File: src/rtl/rbd_pkg.sv
package rbd_pkg;
  typedef enum logic [1:0] {
    ST_IDLE = 2'd0,
    ST_ROW  = 2'd1,
    ST_COL  = 2'd2,
    ST_REF  = 2'd3
  } seq_state_t;
endpackage

File: src/rtl/rbd_refresh_timer.sv
module rbd_refresh_timer #(
  parameter int INTERVAL = 2500000,
  parameter int ROW_BITS = 2
) (
  input  logic                clk,
  input  logic                rst_n,
  input  logic                ack,
  output logic                pending,
  output logic [ROW_BITS-1:0] ref_row
);
  localparam int CNT_W = (INTERVAL > 1) ? $clog2(INTERVAL) : 1;
  localparam logic [CNT_W-1:0] LAST = CNT_W'(INTERVAL - 1);

  logic [CNT_W-1:0] cnt;
  logic             tick;

  assign tick = (cnt == LAST);

  always_ff @(posedge clk) begin
    if (!rst_n) begin
      cnt <= '0;
    end else if (tick) begin
      cnt <= '0;
    end else begin
      cnt <= cnt + 1'b1;
    end
  end

  // a tick arriving while a refresh is being served is kept, not lost
  always_ff @(posedge clk) begin
    if (!rst_n) begin
      pending <= 1'b0;
    end else if (tick) begin
      pending <= 1'b1;
    end else if (ack) begin
      pending <= 1'b0;
    end
  end

  always_ff @(posedge clk) begin
    if (!rst_n) begin
      ref_row <= '0;
    end else if (ack) begin
      ref_row <= ref_row + 1'b1;
    end
  end
endmodule

File: src/rtl/rbd_cell_array.sv
module rbd_cell_array #(
  parameter int ROW_BITS = 2,
  parameter int COL_BITS = 2,
  parameter int DATA_W   = 8
) (
  input  logic                clk,
  input  logic                rst_n,
  input  logic                load_en,
  input  logic [ROW_BITS-1:0] load_row,
  input  logic                wr_en,
  input  logic [ROW_BITS-1:0] wr_row,
  input  logic [COL_BITS-1:0] wr_col,
  input  logic [DATA_W-1:0]   wr_data,
  input  logic [COL_BITS-1:0] rd_col,
  output logic [DATA_W-1:0]   rd_data
);
  localparam int ROWS = 1 << ROW_BITS;
  localparam int COLS = 1 << COL_BITS;

  logic [DATA_W-1:0] cells  [ROWS][COLS];
  logic [DATA_W-1:0] rowbuf [COLS];

  // storage array: write-through from the column phase
  always_ff @(posedge clk) begin
    if (!rst_n) begin
      for (int r = 0; r < ROWS; r++) begin
        for (int c = 0; c < COLS; c++) begin
          cells[r][c] <= '0;
        end
      end
    end else if (wr_en) begin
      cells[wr_row][wr_col] <= wr_data;
    end
  end

  // row buffer: whole-row copy on a row phase or refresh, single cell on write
  always_ff @(posedge clk) begin
    if (!rst_n) begin
      for (int c = 0; c < COLS; c++) begin
        rowbuf[c] <= '0;
      end
    end else if (load_en) begin
      for (int c = 0; c < COLS; c++) begin
        rowbuf[c] <= cells[load_row][c];
      end
    end else if (wr_en) begin
      rowbuf[wr_col] <= wr_data;
    end
  end

  assign rd_data = rowbuf[rd_col];
endmodule

File: src/rtl/rbd_sequencer.sv
module rbd_sequencer
  import rbd_pkg::*;
#(
  parameter int ROW_BITS = 2,
  parameter int COL_BITS = 2,
  parameter int DATA_W   = 8,
  parameter int MUX_W    = 2
) (
  input  logic                         clk,
  input  logic                         rst_n,
  input  logic                         req_valid,
  output logic                         req_ready,
  input  logic                         req_write,
  input  logic [ROW_BITS+COL_BITS-1:0] req_addr,
  input  logic [DATA_W-1:0]            req_wdata,
  output logic                         rsp_valid,
  output logic [DATA_W-1:0]            rsp_rdata,
  input  logic                         ref_pending,
  input  logic [ROW_BITS-1:0]          ref_row,
  output logic                         ref_ack,
  output logic                         load_en,
  output logic [ROW_BITS-1:0]          load_row,
  output logic                         wr_en,
  output logic [ROW_BITS-1:0]          acc_row,
  output logic [COL_BITS-1:0]          acc_col,
  output logic [DATA_W-1:0]            acc_wdata,
  input  logic [DATA_W-1:0]            buf_rdata,
  output logic                         ras_o,
  output logic                         cas_o,
  output logic [MUX_W-1:0]             mux_addr_o,
  output logic                         refresh_o
);
  seq_state_t          state, state_nxt;
  logic                lat_write;
  logic                open_vld;
  logic [ROW_BITS-1:0] open_row;
  logic [ROW_BITS-1:0] req_row;
  logic [COL_BITS-1:0] req_col;
  logic                accept;

  assign req_row   = req_addr[ROW_BITS+COL_BITS-1:COL_BITS];
  assign req_col   = req_addr[COL_BITS-1:0];
  assign req_ready = (state == ST_IDLE) && !ref_pending;
  assign accept    = req_valid && req_ready;

  always_comb begin
    state_nxt = state;
    case (state)
      ST_IDLE: begin
        if (ref_pending) begin
          state_nxt = ST_REF;
        end else if (req_valid) begin
          state_nxt = (open_vld && (open_row == req_row)) ? ST_COL : ST_ROW;
        end
      end
      ST_ROW:  state_nxt = ST_COL;
      ST_COL:  state_nxt = ST_IDLE;
      ST_REF:  state_nxt = ST_IDLE;
      default: state_nxt = ST_IDLE;
    endcase
  end

  always_ff @(posedge clk) begin
    if (!rst_n) begin
      state <= ST_IDLE;
    end else begin
      state <= state_nxt;
    end
  end

  always_ff @(posedge clk) begin
    if (!rst_n) begin
      lat_write <= 1'b0;
      acc_row   <= '0;
      acc_col   <= '0;
      acc_wdata <= '0;
    end else if (accept) begin
      lat_write <= req_write;
      acc_row   <= req_row;
      acc_col   <= req_col;
      acc_wdata <= req_wdata;
    end
  end

  always_ff @(posedge clk) begin
    if (!rst_n) begin
      open_vld <= 1'b0;
      open_row <= '0;
    end else if (state == ST_ROW) begin
      open_vld <= 1'b1;
      open_row <= acc_row;
    end else if (state == ST_REF) begin
      open_vld <= 1'b0;
    end
  end

  always_ff @(posedge clk) begin
    if (!rst_n) begin
      rsp_valid <= 1'b0;
      rsp_rdata <= '0;
    end else begin
      rsp_valid <= (state == ST_COL) && !lat_write;
      if ((state == ST_COL) && !lat_write) begin
        rsp_rdata <= buf_rdata;
      end
    end
  end

  always_comb begin
    mux_addr_o = '0;
    case (state)
      ST_ROW:  mux_addr_o = MUX_W'(acc_row);
      ST_COL:  mux_addr_o = MUX_W'(acc_col);
      ST_REF:  mux_addr_o = MUX_W'(ref_row);
      default: mux_addr_o = '0;
    endcase
  end

  assign ras_o     = (state == ST_ROW) || (state == ST_REF);
  assign cas_o     = (state == ST_COL);
  assign refresh_o = (state == ST_REF);
  assign ref_ack   = (state == ST_REF);
  assign load_en   = ras_o;
  assign load_row  = (state == ST_REF) ? ref_row : acc_row;
  assign wr_en     = (state == ST_COL) && lat_write;
endmodule

File: src/rtl/rowbuf_dram_ctrl.sv
module rowbuf_dram_ctrl #(
  parameter int REFRESH_CYCLES = 2500000,
  parameter int ROW_BITS       = 2,
  parameter int COL_BITS       = 2,
  parameter int DATA_W         = 8,
  localparam int ADDR_W        = ROW_BITS + COL_BITS,
  localparam int MUX_W         = (ROW_BITS > COL_BITS) ? ROW_BITS : COL_BITS
) (
  input  logic              clk,
  input  logic              rst_n,
  input  logic              req_valid,
  output logic              req_ready,
  input  logic              req_write,
  input  logic [ADDR_W-1:0] req_addr,
  input  logic [DATA_W-1:0] req_wdata,
  output logic              rsp_valid,
  output logic [DATA_W-1:0] rsp_rdata,
  output logic              ras_o,
  output logic              cas_o,
  output logic [MUX_W-1:0]  mux_addr_o,
  output logic              refresh_o
);
  logic                ref_pending;
  logic [ROW_BITS-1:0] ref_row;
  logic                ref_ack;
  logic                load_en;
  logic [ROW_BITS-1:0] load_row;
  logic                wr_en;
  logic [ROW_BITS-1:0] acc_row;
  logic [COL_BITS-1:0] acc_col;
  logic [DATA_W-1:0]   acc_wdata;
  logic [DATA_W-1:0]   buf_rdata;

  rbd_refresh_timer #(
    .INTERVAL (REFRESH_CYCLES),
    .ROW_BITS (ROW_BITS)
  ) u_timer (
    .clk     (clk),
    .rst_n   (rst_n),
    .ack     (ref_ack),
    .pending (ref_pending),
    .ref_row (ref_row)
  );

  rbd_sequencer #(
    .ROW_BITS (ROW_BITS),
    .COL_BITS (COL_BITS),
    .DATA_W   (DATA_W),
    .MUX_W    (MUX_W)
  ) u_seq (
    .clk         (clk),
    .rst_n       (rst_n),
    .req_valid   (req_valid),
    .req_ready   (req_ready),
    .req_write   (req_write),
    .req_addr    (req_addr),
    .req_wdata   (req_wdata),
    .rsp_valid   (rsp_valid),
    .rsp_rdata   (rsp_rdata),
    .ref_pending (ref_pending),
    .ref_row     (ref_row),
    .ref_ack     (ref_ack),
    .load_en     (load_en),
    .load_row    (load_row),
    .wr_en       (wr_en),
    .acc_row     (acc_row),
    .acc_col     (acc_col),
    .acc_wdata   (acc_wdata),
    .buf_rdata   (buf_rdata),
    .ras_o       (ras_o),
    .cas_o       (cas_o),
    .mux_addr_o  (mux_addr_o),
    .refresh_o   (refresh_o)
  );

  rbd_cell_array #(
    .ROW_BITS (ROW_BITS),
    .COL_BITS (COL_BITS),
    .DATA_W   (DATA_W)
  ) u_array (
    .clk      (clk),
    .rst_n    (rst_n),
    .load_en  (load_en),
    .load_row (load_row),
    .wr_en    (wr_en),
    .wr_row   (acc_row),
    .wr_col   (acc_col),
    .wr_data  (acc_wdata),
    .rd_col   (acc_col),
    .rd_data  (buf_rdata)
  );
endmodule

File: config.mk
export PLATFORM = sky130hd
export DESIGN_NAME = rowbuf_dram_ctrl
export DESIGN_NICKNAME = d
export VERILOG_FILES = /design/src/rtl/rbd_pkg.sv /design/src/rtl/rbd_refresh_timer.sv /design/src/rtl/rbd_cell_array.sv /design/src/rtl/rbd_sequencer.sv /design/src/rtl/rowbuf_dram_ctrl.sv
export SDC_FILE = /design/constraint.sdc
export NUM_CORES = 1
export LEC_CHECK = 0
export BUFFER_PORTS_ARGS = -buffer_cell sky130_fd_sc_hd__buf_2
export CAP_MARGIN = 20
export CORE_ASPECT_RATIO = 1.2
export CORE_MARGIN = 2
export CORE_UTILIZATION = 55
export DETAILED_ROUTE_END_ITERATION = 7
export PLACE_DENSITY_LB_ADDON = 0.15
export SLEW_MARGIN = 20
export SYNTH_ARGS = -nofsm -noshare
export SYNTH_HDL_FRONTEND = slang
export SYNTH_SLANG_ARGS = --single-unit
File: constraint.sdc
create_clock -name clk -period 4.2 [get_ports clk]
set_input_delay 0.63 -clock clk [delete_from_list [all_inputs] [get_ports clk]]
set_output_delay 0.63 -clock clk [all_outputs]
set_load 0.02 [all_outputs]
* Yosys cells after proc, flatten, opt, wreduce, memory -nomap -nowiden
Memory sizes are Yosys's and may differ from the RTL's. A register that Yosys moved wholly into a read port is not among the register bits. Cells that the tools add are included. W data, S select, Z words.
Cells by class: reduce and logical (&&, ||, !) cells 17, bitwise gates (word level) 6, order comparisons 2, eq/ne operators 6, muxes and demuxes 31, add/subtract/negate cells 2
Operators with widths (number):
- $mux W32 | 3
- $mux W8 | 6
- $reduce_or A32 Y1 | 1
- $add A22 B1 Y22 const B | 1
- $eq A22 B22 Y1 const B | 1
- $demux W8 S2 | 1
- $mux W1 | 13
- $mux W2 | 6
- $pmux W2 S3 | 2
- $reduce_or A8 Y1 | 1
- $logic_and A1 B1 Y1 | 6
- $eq A2 B2 Y1 const B | 2
- $or A1 B1 Y1 | 4
- $reduce_bool A2 Y1 | 2
- $reduce_or A2 Y1 | 2
- $ge A3 B3 Y1 const B | 1
- $logic_not A1 Y1 | 3
- $lt A3 B1 Y1 const B | 1
- $ne A3 B3 Y1 const B | 1
- $not A2 Y3 | 1
- $add A2 B1 Y2 const B | 1
- $eq A2 B1 Y1 const B | 1
- $eq A2 B2 Y1 | 1
- $logic_not A2 Y1 | 1
- 2 further kinds | 2
Storage, ports and cells: RAM bits 160, memories kept 2, input bits 16, output and inout bits 15, register bits after elaboration 44
Memories:
- u_array.cells | depth 4, width 32, read ports 1, clocked after memory_dff 0, wr ports 4, line rbd_cell_array.sv:20 | logic [DATA_W-1:0] cells [ROWS][COLS];
- u_array.rowbuf | depth 4, width 8, read ports 1, clocked after memory_dff 1, wr ports 4, line rbd_cell_array.sv:21 | logic [DATA_W-1:0] rowbuf [COLS];

* Longest topological paths before layout
Gate-level depths: netlist of run 1.
word-level depth 8, depth in mapped cells 7, mapped depth without buffers 5

* Modules after synthesis
A second synthesis of run 1 with hierarchy kept.
Second synthesis, totals: cells, all modules 762, area, all modules 9633.0 µm²
By module, submodules not included:
- rbd_cell_array | cells each 514, instances 1, area each 7328.3 µm², seq. area each 4804.6 µm²
- rbd_sequencer | cells each 126, instances 1, area each 1158.6 µm², seq. area each 540.5 µm²
- rbd_refresh_timer | cells each 122, instances 1, area each 1146.1 µm², seq. area each 500.5 µm²

* Least setup slack after synthesis of run 1
OpenSTA, ideal clock, no wires.
kind reg2reg, start register u_seq.state[1], end memory u_array.cells[3][0] (netlist bit) (enable), stages on the path, launching flop included 5, data required time 3.816 ns, setup time 0.384 ns, arrival time 1.803 ns, slack 2.013 ns, cell sequence dfxtp_1 > buf_1 > nand4b_1 > or2_2 > o21ai_0
RTL lines:
- start, declared | line rbd_sequencer.sv:33 | seq_state_t state, state_nxt;
- start signal, assigned | line rbd_sequencer.sv:67 | state <= state_nxt;
- end, declared | line rbd_cell_array.sv:20

* Final worst setup path of run 1
start register u_seq.state[0], end output port mux_addr_o[0]
On the way: cells in the longest elaborated chain, start to end 2
Ends and longest elaborated chain:
- $eq A2 B2 Y1 / $eq A2 B1 Y1 (equally long branches) | line rbd_sequencer.sv:111 | case (state)
- $pmux W2 S3 (*) | line rbd_sequencer.sv:111
- end, declared | line rowbuf_dram_ctrl.sv:20 | output logic [MUX_W-1:0] mux_addr_o,
Every way passes the cells marked *; elsewhere a longest branch is shown, timed or not.

==> results.cfg, run 1 <==
[drt]
drt_pre_antenna_iters = 5
drt_wl_total_um = 23300
vias = 6619
viasPerCell = 6.12
ant_nets = 0
drt-initial-drc-count = 609
wl_per_cell_um = 21.6
drc_errors = 0

[layout]
fill_cells = 1359
drive_gt1_share_pct = 11.8
fin_nets = 866
area_delta_synth_final_pct = 10.8
n_antenna_cell = 0
seq_area_mm2 = 0.00585
multi_input_area_mm2 = 0.00320
final_util_pct = 61.6

[critical_path]
path_cells = nor2b_1 -> a22o_1 -> buf_2
r2r_setup_slack_ns = 1.53
start_kind = flip-flop
path_class = flip-flop to primary output
crit_buf_inv = 1
cpPeakStageDelay_ns = 0.76
cp.required_ns = 3.57
critPathLaunch = u_seq.state[0]
worst_ep_arrival_time_ns = 2.06
slowest_stage = dfxtp_1
crit_family = flip-flops
worstSetupEndpointType = primary output
crit_fanout = 19
r2r_start = u_seq.state[1]

[synth]
ys_seq_area_share_pct = 62.9
synth_edf_count = 160
async_flop_share_pct = 0
synth-seq-cells = 212
synth_top_area_cell = edfxtp_1
ys_warn_count = 0
yosys-top-cells-area = edfxtp_1, dfxtp_1, nor2_1
syn-num-nets = 850
yosys.cell_types.count = 48
synth-main-ff-cell = edfxtp_1
synthCells = 833
synth_area_per_cell_um2 = 11.2
post-synth-top-area-fraction_pct = 51.7
syn_area_mm2 = 0.00930

[die]
start_util_pct = 55.6
ios = 31
coreArea_mm2 = 0.0167
die_h_um = 146
num_rows = 52
die-area_mm2 = 0.0180
die_w_um = 123

[min_path]
holdCritPathClass = input port to flip-flop
hp-start = req_wdata[1]

[timing]
maxSlewViolCount = 0
finalSetupViolations = 0
min_period_over_period_pct = 64.1
finalClockSkew_ns = 0.0187
slew-limit-headroom_pct = 28.9
rsz0062_at_grt = false
fmax_ghz = 0.371
hold_viol = 0
worst_slew_pin_slew_ns = 1.06
tns_ns = 0
setup_slack_ns = 1.51
min_period_ns = 2.69

[grt]
grt_pass1_wl_um = 35400
grt_pass1_vias = 6427
antenna_found_initial = 0
grt_busiest_layer = met2
grtUsageMet3_pct = 3.59
grt-ovfl-total = 0
gr-usage-met2_pct = 44.8
grt_max_degree = 34
grt_util_met1_pct = 35.1
grt_usage_pct = 26.4

[cts]
htree_levels = 1
worstSkewPairLatency_ns = 0.51
cts_setup_buffers = 0
clock_sinks = 212
clkSlewWorstSetupHoldPaths_ns = 0.06
ctsResizeCount = 0
clockBufferDepth = 3
cts_tree = yes
cts_made_buffers = 22
postCtsHoldBufs = 0
cts_root_buf = clkbuf_16

[placed_design]
gp_congestion = 0.890
numPortBuffers = 30
hpwl_um = 16000
place_ws_ns = 1.42

[power]
vdd_ir_drop_max_mv = 0.316
p_leak_nw = 3.67
finalPower_w = 0.00450
power_density_mw_per_mm2 = 437

[flow_run]
cap_violations = 0

[status]
status = complete, no violations
==> cells by family after synthesis <==
| kind of cell | synth area share [%] |
|---|---|
| and+or+nand+nor | 16.1 |
| DFF | 62.9 |
| AOI/OAI and AO/OA | 10.2 |
| buffers and inverters | 2.84 |
| muxes | 6.05 |
| xor gates and xnor gates | 1.79 |
| adders and majority gates | 0.135 |
==> synth_stat cells (all sizes together) (4+ instances only) <==
cell and count:
xnor2 14, xor2 5, mux4 8, or3 4
edfxtp 160, a21o 32, nor2 162, o21ai 52
nor4 4, mux2i 36, dfxtp 52, nand2b 5
nand2 87, nand3 43, nor3 5, buf 10
a21oi 29, o211ai 32, inv 5, clkbuf 48
or2 5, nand4 8
==> worst min-delay path, delay by kind of cell <==
kind                   cells  cell delay, ns
buffers and inverters      1            0.10
AOI/OAI and AO/OA          1            0.05
and+or+nand+nor            1            0.05
==> report_power, final <==
| part | leakage (nW) | internal [W] | switching (W) | total, W |
|---|---|---|---|---|
| sequential | 2.08 | 0.00233 | 0.0000605 | 0.00239 |
| clock | 0.324 | 0.00108 | 0.000771 | 0.00185 |
| combinational | 1.27 | 0.0000867 | 0.000175 | 0.000262 |
==> state kept, by name, indices dropped and copies added, names as in the netlist, 8 cells and up <==
name / count
u_seq.rsp_rdata: 8
u_array.cells: 128
u_timer.cnt: 22
u_array.rowbuf: 32
u_seq.acc_wdata: 8
==> path summary, 6_finish.rpt <==
kind                                to  cells past startpoint
setup reg to reg  u_array.cells[2][20]                      3
hold reg to reg     u_seq.rsp_rdata[4]                      2
setup / recovery         mux_addr_o[0]                      3
hold / removal      u_seq.acc_wdata[1]                      3
==> layout make-up <==
class	count	area share (%)
repair buffers	50	2.84
multi-input cells	558	31.1
well taps	216	2.62
clock inverters	8	0.558
flip-flops and latches	212	56.7
inverters	5	0.182
clock buffers	32	6.01
==> cell usage in the layout, fill, tap and decap left out, types with 4 or more instances in the layout <==
cell / synthesis / routed
nand4_1: 6 / 6
nor2_1: 161 / 161
clkbuf_16: 0 / 23
xnor2_1: 14 / 14
edfxtp_1: 160 / 160
mux4_2: 8 / 8
a21oi_1: 26 / 26
buf_4: 4 / 17
buf_2: 3 / 30
o21ai_0: 51 / 46
nand2b_1: 5 / 4
dfxtp_1: 52 / 52
clkinv_1: 0 / 6
a21o_1: 32 / 32
clkbuf_1: 47 / 8
xor2_1: 5 / 5
nand3_1: 43 / 43
mux2i_1: 36 / 36
nand2_1: 87 / 87
o211ai_1: 32 / 32
nor3_1: 5 / 5
or2_2: 5 / 5
o21ai_1: 1 / 6
nor4_1: 4 / 4
inv_1: 5 / 5
==> metrics by stage <==
stage | std cells | area [um2] | hold slack, ns
final | 1081 | 10300 | 0.355
after global routing | 1081 | 10300 | 0.366
after detailed placement | 1038 | 9610 | 0.453
after global placement | 1038 | 9610 | 0.444
after floorplan | 833 | 9300 | 0.430
after CTS | 1078 | 10300 | 0.354
==> per-layer routing <==
| metal | vias to the layer above | routed length (um) |
|---|---|---|
| li1 | 3028 | - |
| met1 | 3259 | 9210 |
| met2 | 291 | 11700 |
| met3 | 41 | 1830 |
| met4 | 0 | 613 |
| met5 | - | 0 |
No activity file was read; power rests on OpenSTA's default activity.
==> run 2, diff against run 1 <==
Clock period 4.2 ns to 2.3 ns, I/O delays scaled along.
==> results.cfg, run 2 (synthesis gave the netlist of run 1 again) <==
[timing]
tns_ns = 0
worst_slew_pin_slew_ns = 0.677
rsz0062_at_grt = false
setup_slack_ns = 0.0998
slew-limit-headroom_pct = 54.8
hold_viol = 0
maxSlewViolCount = 0
finalClockSkew_ns = 0.00908
min_period_over_period_pct = 95.7
min_period_ns = 2.20
fmax_ghz = 0.455
finalSetupViolations = 0

[critical_path]
worstReg2RegEnd = u_array.cells[0][1]
path_cells = buf_4 -> mux2_2 -> a22o_1 -> buf_2
cpPeakStageDelay_ns = 0.41
cp.required_ns = 1.96
crit_buf_inv = 2
r2r_setup_slack_ns = 0.31
slowest_stage = dfxtp_2
worstSetupEndpointType = primary output
start_kind = flip-flop
r2r_start = u_seq.state[1]
crit_family = flip-flops
path_class = flip-flop to primary output
crit_fanout = 13
reg2regPathDepth = 4
worst_ep_arrival_time_ns = 1.86

[placed_design]
numPortBuffers = 30
hpwl_um = 16000
gp_congestion = 0.851
place_ws_ns = 0.371

[die]
die_w_um = 123
num_rows = 52
start_util_pct = 55.6
die_h_um = 146
die-area_mm2 = 0.0180
coreArea_mm2 = 0.0167
ios = 31

[grt]
grt_pass1_vias = 6384
grt_max_degree = 37
grt-ovfl-total = 0
antenna_found_initial = 0
grt_pass1_wl_um = 35500
grt_usage_pct = 26.0

[cts]
cts_root_buf = clkbuf_16
htree_levels = 1
clkSlewWorstSetupHoldPaths_ns = 0.06
cts_made_buffers = 22
cts_setup_buffers = 0
cts_tree = yes
worstSkewPairLatency_ns = 0.51
clockBufferDepth = 3
clock_sinks = 212

[min_path]
holdCritPathClass = input port to flip-flop
hp-start = req_write
whs_endpoint = u_seq.lat_write
hold_depth = 3

[drt]
drc_errors = 0
viasPerCell = 6.00
wl_per_cell_um = 20.9
ant_nets = 0
drt_pre_antenna_iters = 5
drt-initial-drc-count = 619
vias = 6618
drt_wl_total_um = 23100

[layout]
fin_nets = 888
drive_gt1_share_pct = 14.1
largest_register_ffs = 128
n_antenna_cell = 0
top_regs = u_array.cells x128, u_array.rowbuf x32, u_timer.cnt x22
final_common_cell = nor2_1
final_cell_mix = nor2_1, edfxtp_1, nand2_1
area_delta_synth_final_pct = 12.5
top_register = u_array.cells

[status]
status = complete, no violations

[flow_run]
cap_violations = 0

[power]
vdd_ir_drop_max_mv = 0.611
power_density_mw_per_mm2 = 776
p_leak_nw = 3.78
run 2: cell type report:
class	instances	area, um2
clock inverters	12	52.6
flip-flops and latches	212	5850
repair buffers	72	478
multi-input cells	558	3200
inverters	5	18.8
fillers	1336	6260
well taps	216	270
clock buffers	28	594
run 2: per-stage QoR:
step | hold WS, ns | instance area, um2 | total power, W | utilization (%) | instances
2_1_floorplan | 0.430 | 9300 | 0.00473 | - | 833
3_3_place_gp | 0.442 | 9810 | 0.00494 | 58.7 | 1063
3_5_place_dp | 0.444 | 9810 | 0.00495 | 58.7 | 1063
4_1_cts | 0.0637 | 10500 | 0.00815 | 62.6 | 1103
5_1_grt | 0.0732 | 10500 | 0.00837 | 62.6 | 1103
6_report | 0.0693 | 10500 | 0.00812 | 62.6 | 1103
run 2: metal layers:
| layer | global-route usage (%) | share of wire, % | vias up | wire length (um) |
|---|---|---|---|---|
| met5 | 0 | 0 | - | 0 |
| met4 | 9.48 | 3.8 | 0 | 869 |
| met3 | 3.79 | 8.1 | 61 | 1870 |
| met2 | 42.5 | 48 | 318 | 11200 |
| met1 | 35.4 | 40 | 3180 | 9180 |
| li1 | - | - | 3059 | - |
run 2: how the worst max path moves through the flow:
stage,startpoint,to,slack (ns),cells after the start
finish,u_seq.state[0],mux_addr_o[1],0.1,4
global route,u_seq.state[0],mux_addr_o[1],0.05,4
CTS,u_seq.state[0],mux_addr_o[1],0.10,4
detailed placement,u_timer.cnt[0],u_timer.cnt[18],0.37,5
global placement,u_seq.state[1],u_array.cells[1][4],0.38,4
floorplan,u_seq.state[1],u_array.cells[3][0],0.11,4
run 2: worst register-to-register path, stage by stage (launching register included):
cell and delay, ns:
dfxtp_1 0.48, nand4b_1 0.30, or2_2 0.43, o21ai_0 0.26
buf_4 0.23
run 2: what timing repair did:
action	4_1_cts	5_1_grt
hold buffers	0	0
setup endpoints to repair	1	0
gates resized for setup	1	0
run 2: report_power, final:
part / internal, W / total [W] / switching, W
clock network: 0.00182 / 0.00324 / 0.00143
registers: 0.00426 / 0.00436 / 0.000101
logic: 0.000187 / 0.000521 / 0.000334
==> run 3, diff against run 2 <==
Settings changed: ABC_AREA from default to 0, CELL_PAD_IN_SITES_DETAIL_PLACEMENT from default to 1, CELL_PAD_IN_SITES_GLOBAL_PLACEMENT from default to 1, CORE_UTILIZATION 55 to 45.
==> results.cfg, run 3 (synthesis gave the netlist of run 1 again) <==
[timing]
fmax_ghz = 0.454
worst_hold_slack_ns = 0.0826
rsz0062_at_grt = false
finalSetupViolations = 0
finalClockSkew_ns = 0.0111
hold_viol = 0
slew-limit-headroom_pct = 48.0
min_period_over_period_pct = 95.7
maxSlewViolCount = 0
tns_ns = 0
min_period_ns = 2.20
worst_slew_pin_slew_ns = 0.779

[drt]
drt_pre_antenna_iters = 5
viasPerCell = 5.73
drt_wl_total_um = 26000
drc_errors = 0
drt-initial-drc-count = 557
vias = 6650
ant_nets = 0
wl_per_cell_um = 22.4

[critical_path]
worstReg2RegEnd = u_array.rowbuf[2][4]
cp.required_ns = 1.96
slowest_stage = dfxtp_2
worst_ep_arrival_time_ns = 1.86
crit_fanout = 10
worstSetupEndpointType = primary output
r2r_setup_slack_ns = 0.29
r2r_start = u_seq.state[1]
cpPeakStageDelay_ns = 0.42
reg2regPathDepth = 6
start_kind = flip-flop
path_cells = buf_4 -> mux2_2 -> a22o_1 -> buf_2
path_class = flip-flop to primary output

[grt]
grt_max_degree = 33
grt_pass1_vias = 7018
grt-ovfl-total = 0
grt_usage_pct = 24.4
antenna_found_initial = 0
grt_pass1_wl_um = 40300

[status]
status = complete, no violations

[power]
netSwitchingPower_w = 0.00193
pwr-share-comb_pct = 6.5
internal-power_w = 0.00658
switching_share_pct = 22.6
finalPower_w = 0.00850
p_leak_nw = 3.87
seq_power_share_pct = 51.2
power_density_mw_per_mm2 = 796
power_frac_clock_pct = 42.3
vdd_ir_drop_max_mv = 0.517

[cts]
htree_levels = 1
cts_setup_buffers = 0
clock_sinks = 212
cts_made_buffers = 22
cts_root_buf = clkbuf_16
cts_tree = yes
postCtsHoldBufs = 0
ctsResizeCount = 1
clkSlewWorstSetupHoldPaths_ns = 0.07
worstSkewPairLatency_ns = 0.51
clockBufferDepth = 3

[layout]
n_antenna_cell = 0
top_regs = u_array.cells x128, u_array.rowbuf x32, u_timer.cnt x22
final_area_mm2 = 0.0107
largest_register_ffs = 128
final_common_cell = nor2_1
fill_cells = 2145
area_delta_synth_final_pct = 14.8
final_cell_mix = nor2_1, edfxtp_1, nand2_1
top_register = u_array.cells
fin_nets = 896
drive_gt1_share_pct = 15.6

[die]
die_w_um = 135
ios = 31
die_h_um = 161
die-area_mm2 = 0.0218
num_rows = 57
coreArea_mm2 = 0.0203
start_util_pct = 45.9

[placed_design]
hpwl_um = 18400
numPortBuffers = 30
gp_congestion = 0.851
placed_area_mm2 = 0.00993

[min_path]
whs_endpoint = u_seq.lat_write
holdCritPathClass = input port to flip-flop
hp-start = req_write
hold_depth = 3

[flow_run]
cap_violations = 0
[run 3: area by class of cell]
type                    instances  area, um2  area share (%)
clock buffers                  33        707            6.62
clock inverters                 7       36.3           0.340
inverters                       5       18.8           0.176
multi-input cells             558       3200            30.0
flip-flops and latches        212       5850            54.8
well taps                     265        332            3.11
repair buffers                 80        538            5.04
[run 3: metal layers]
metal  up-vias  track usage (%)  routed length (um)
met5         -                0                   0
met4         0             8.19                 806
met3        51             3.30                1270
met2       209             43.3               13300
met1      3314             30.8               10600
li1       3076                -                   -
[run 3: power by group through the flow]
stage          Combinational [W]  Clock (W)  Sequential, W
2_1_floorplan           0.000356          0        0.00438
3_3_place_gp            0.000531          0        0.00443
3_5_place_dp            0.000549          0        0.00444
4_1_cts                 0.000555    0.00365        0.00436
5_1_grt                 0.000597    0.00382        0.00437
6_report                0.000553    0.00359        0.00436
[run 3: how the worst max path moves through the flow]
stage / start / to / slack (ns) / cells after the start
after global routing: u_seq.state[0] / mux_addr_o[0] / 0.03 / 4
after global placement: rst_n / u_array.cells[3][20] / 0.36 / 5
after CTS: u_seq.state[0] / mux_addr_o[0] / 0.09 / 4
after detailed placement: rst_n / u_array.cells[3][21] / 0.29 / 5
final: u_seq.state[0] / mux_addr_o[0] / 0.1 / 4
after floorplan: u_seq.state[1] / u_array.cells[3][0] / 0.11 / 4
[run 3: per-stage QoR]
step                setup WS (ns)  cells  util [%]
global route               0.0307   1160      52.7
global placement            0.356   1120      49.0
detailed placement          0.291   1120      49.0
floorplan                   0.113    833         -
finish                     0.0994   1160      52.7
CTS                        0.0853   1160      52.7
[run 3: worst max-delay path, delay by kind of cell, from the launching register on]
kind | cells | cell delay [ns]
buffers and inverters | 2 | 0.38
DFF | 1 | 0.42
AOI/OAI and AO/OA | 1 | 0.19
muxes | 1 | 0.35
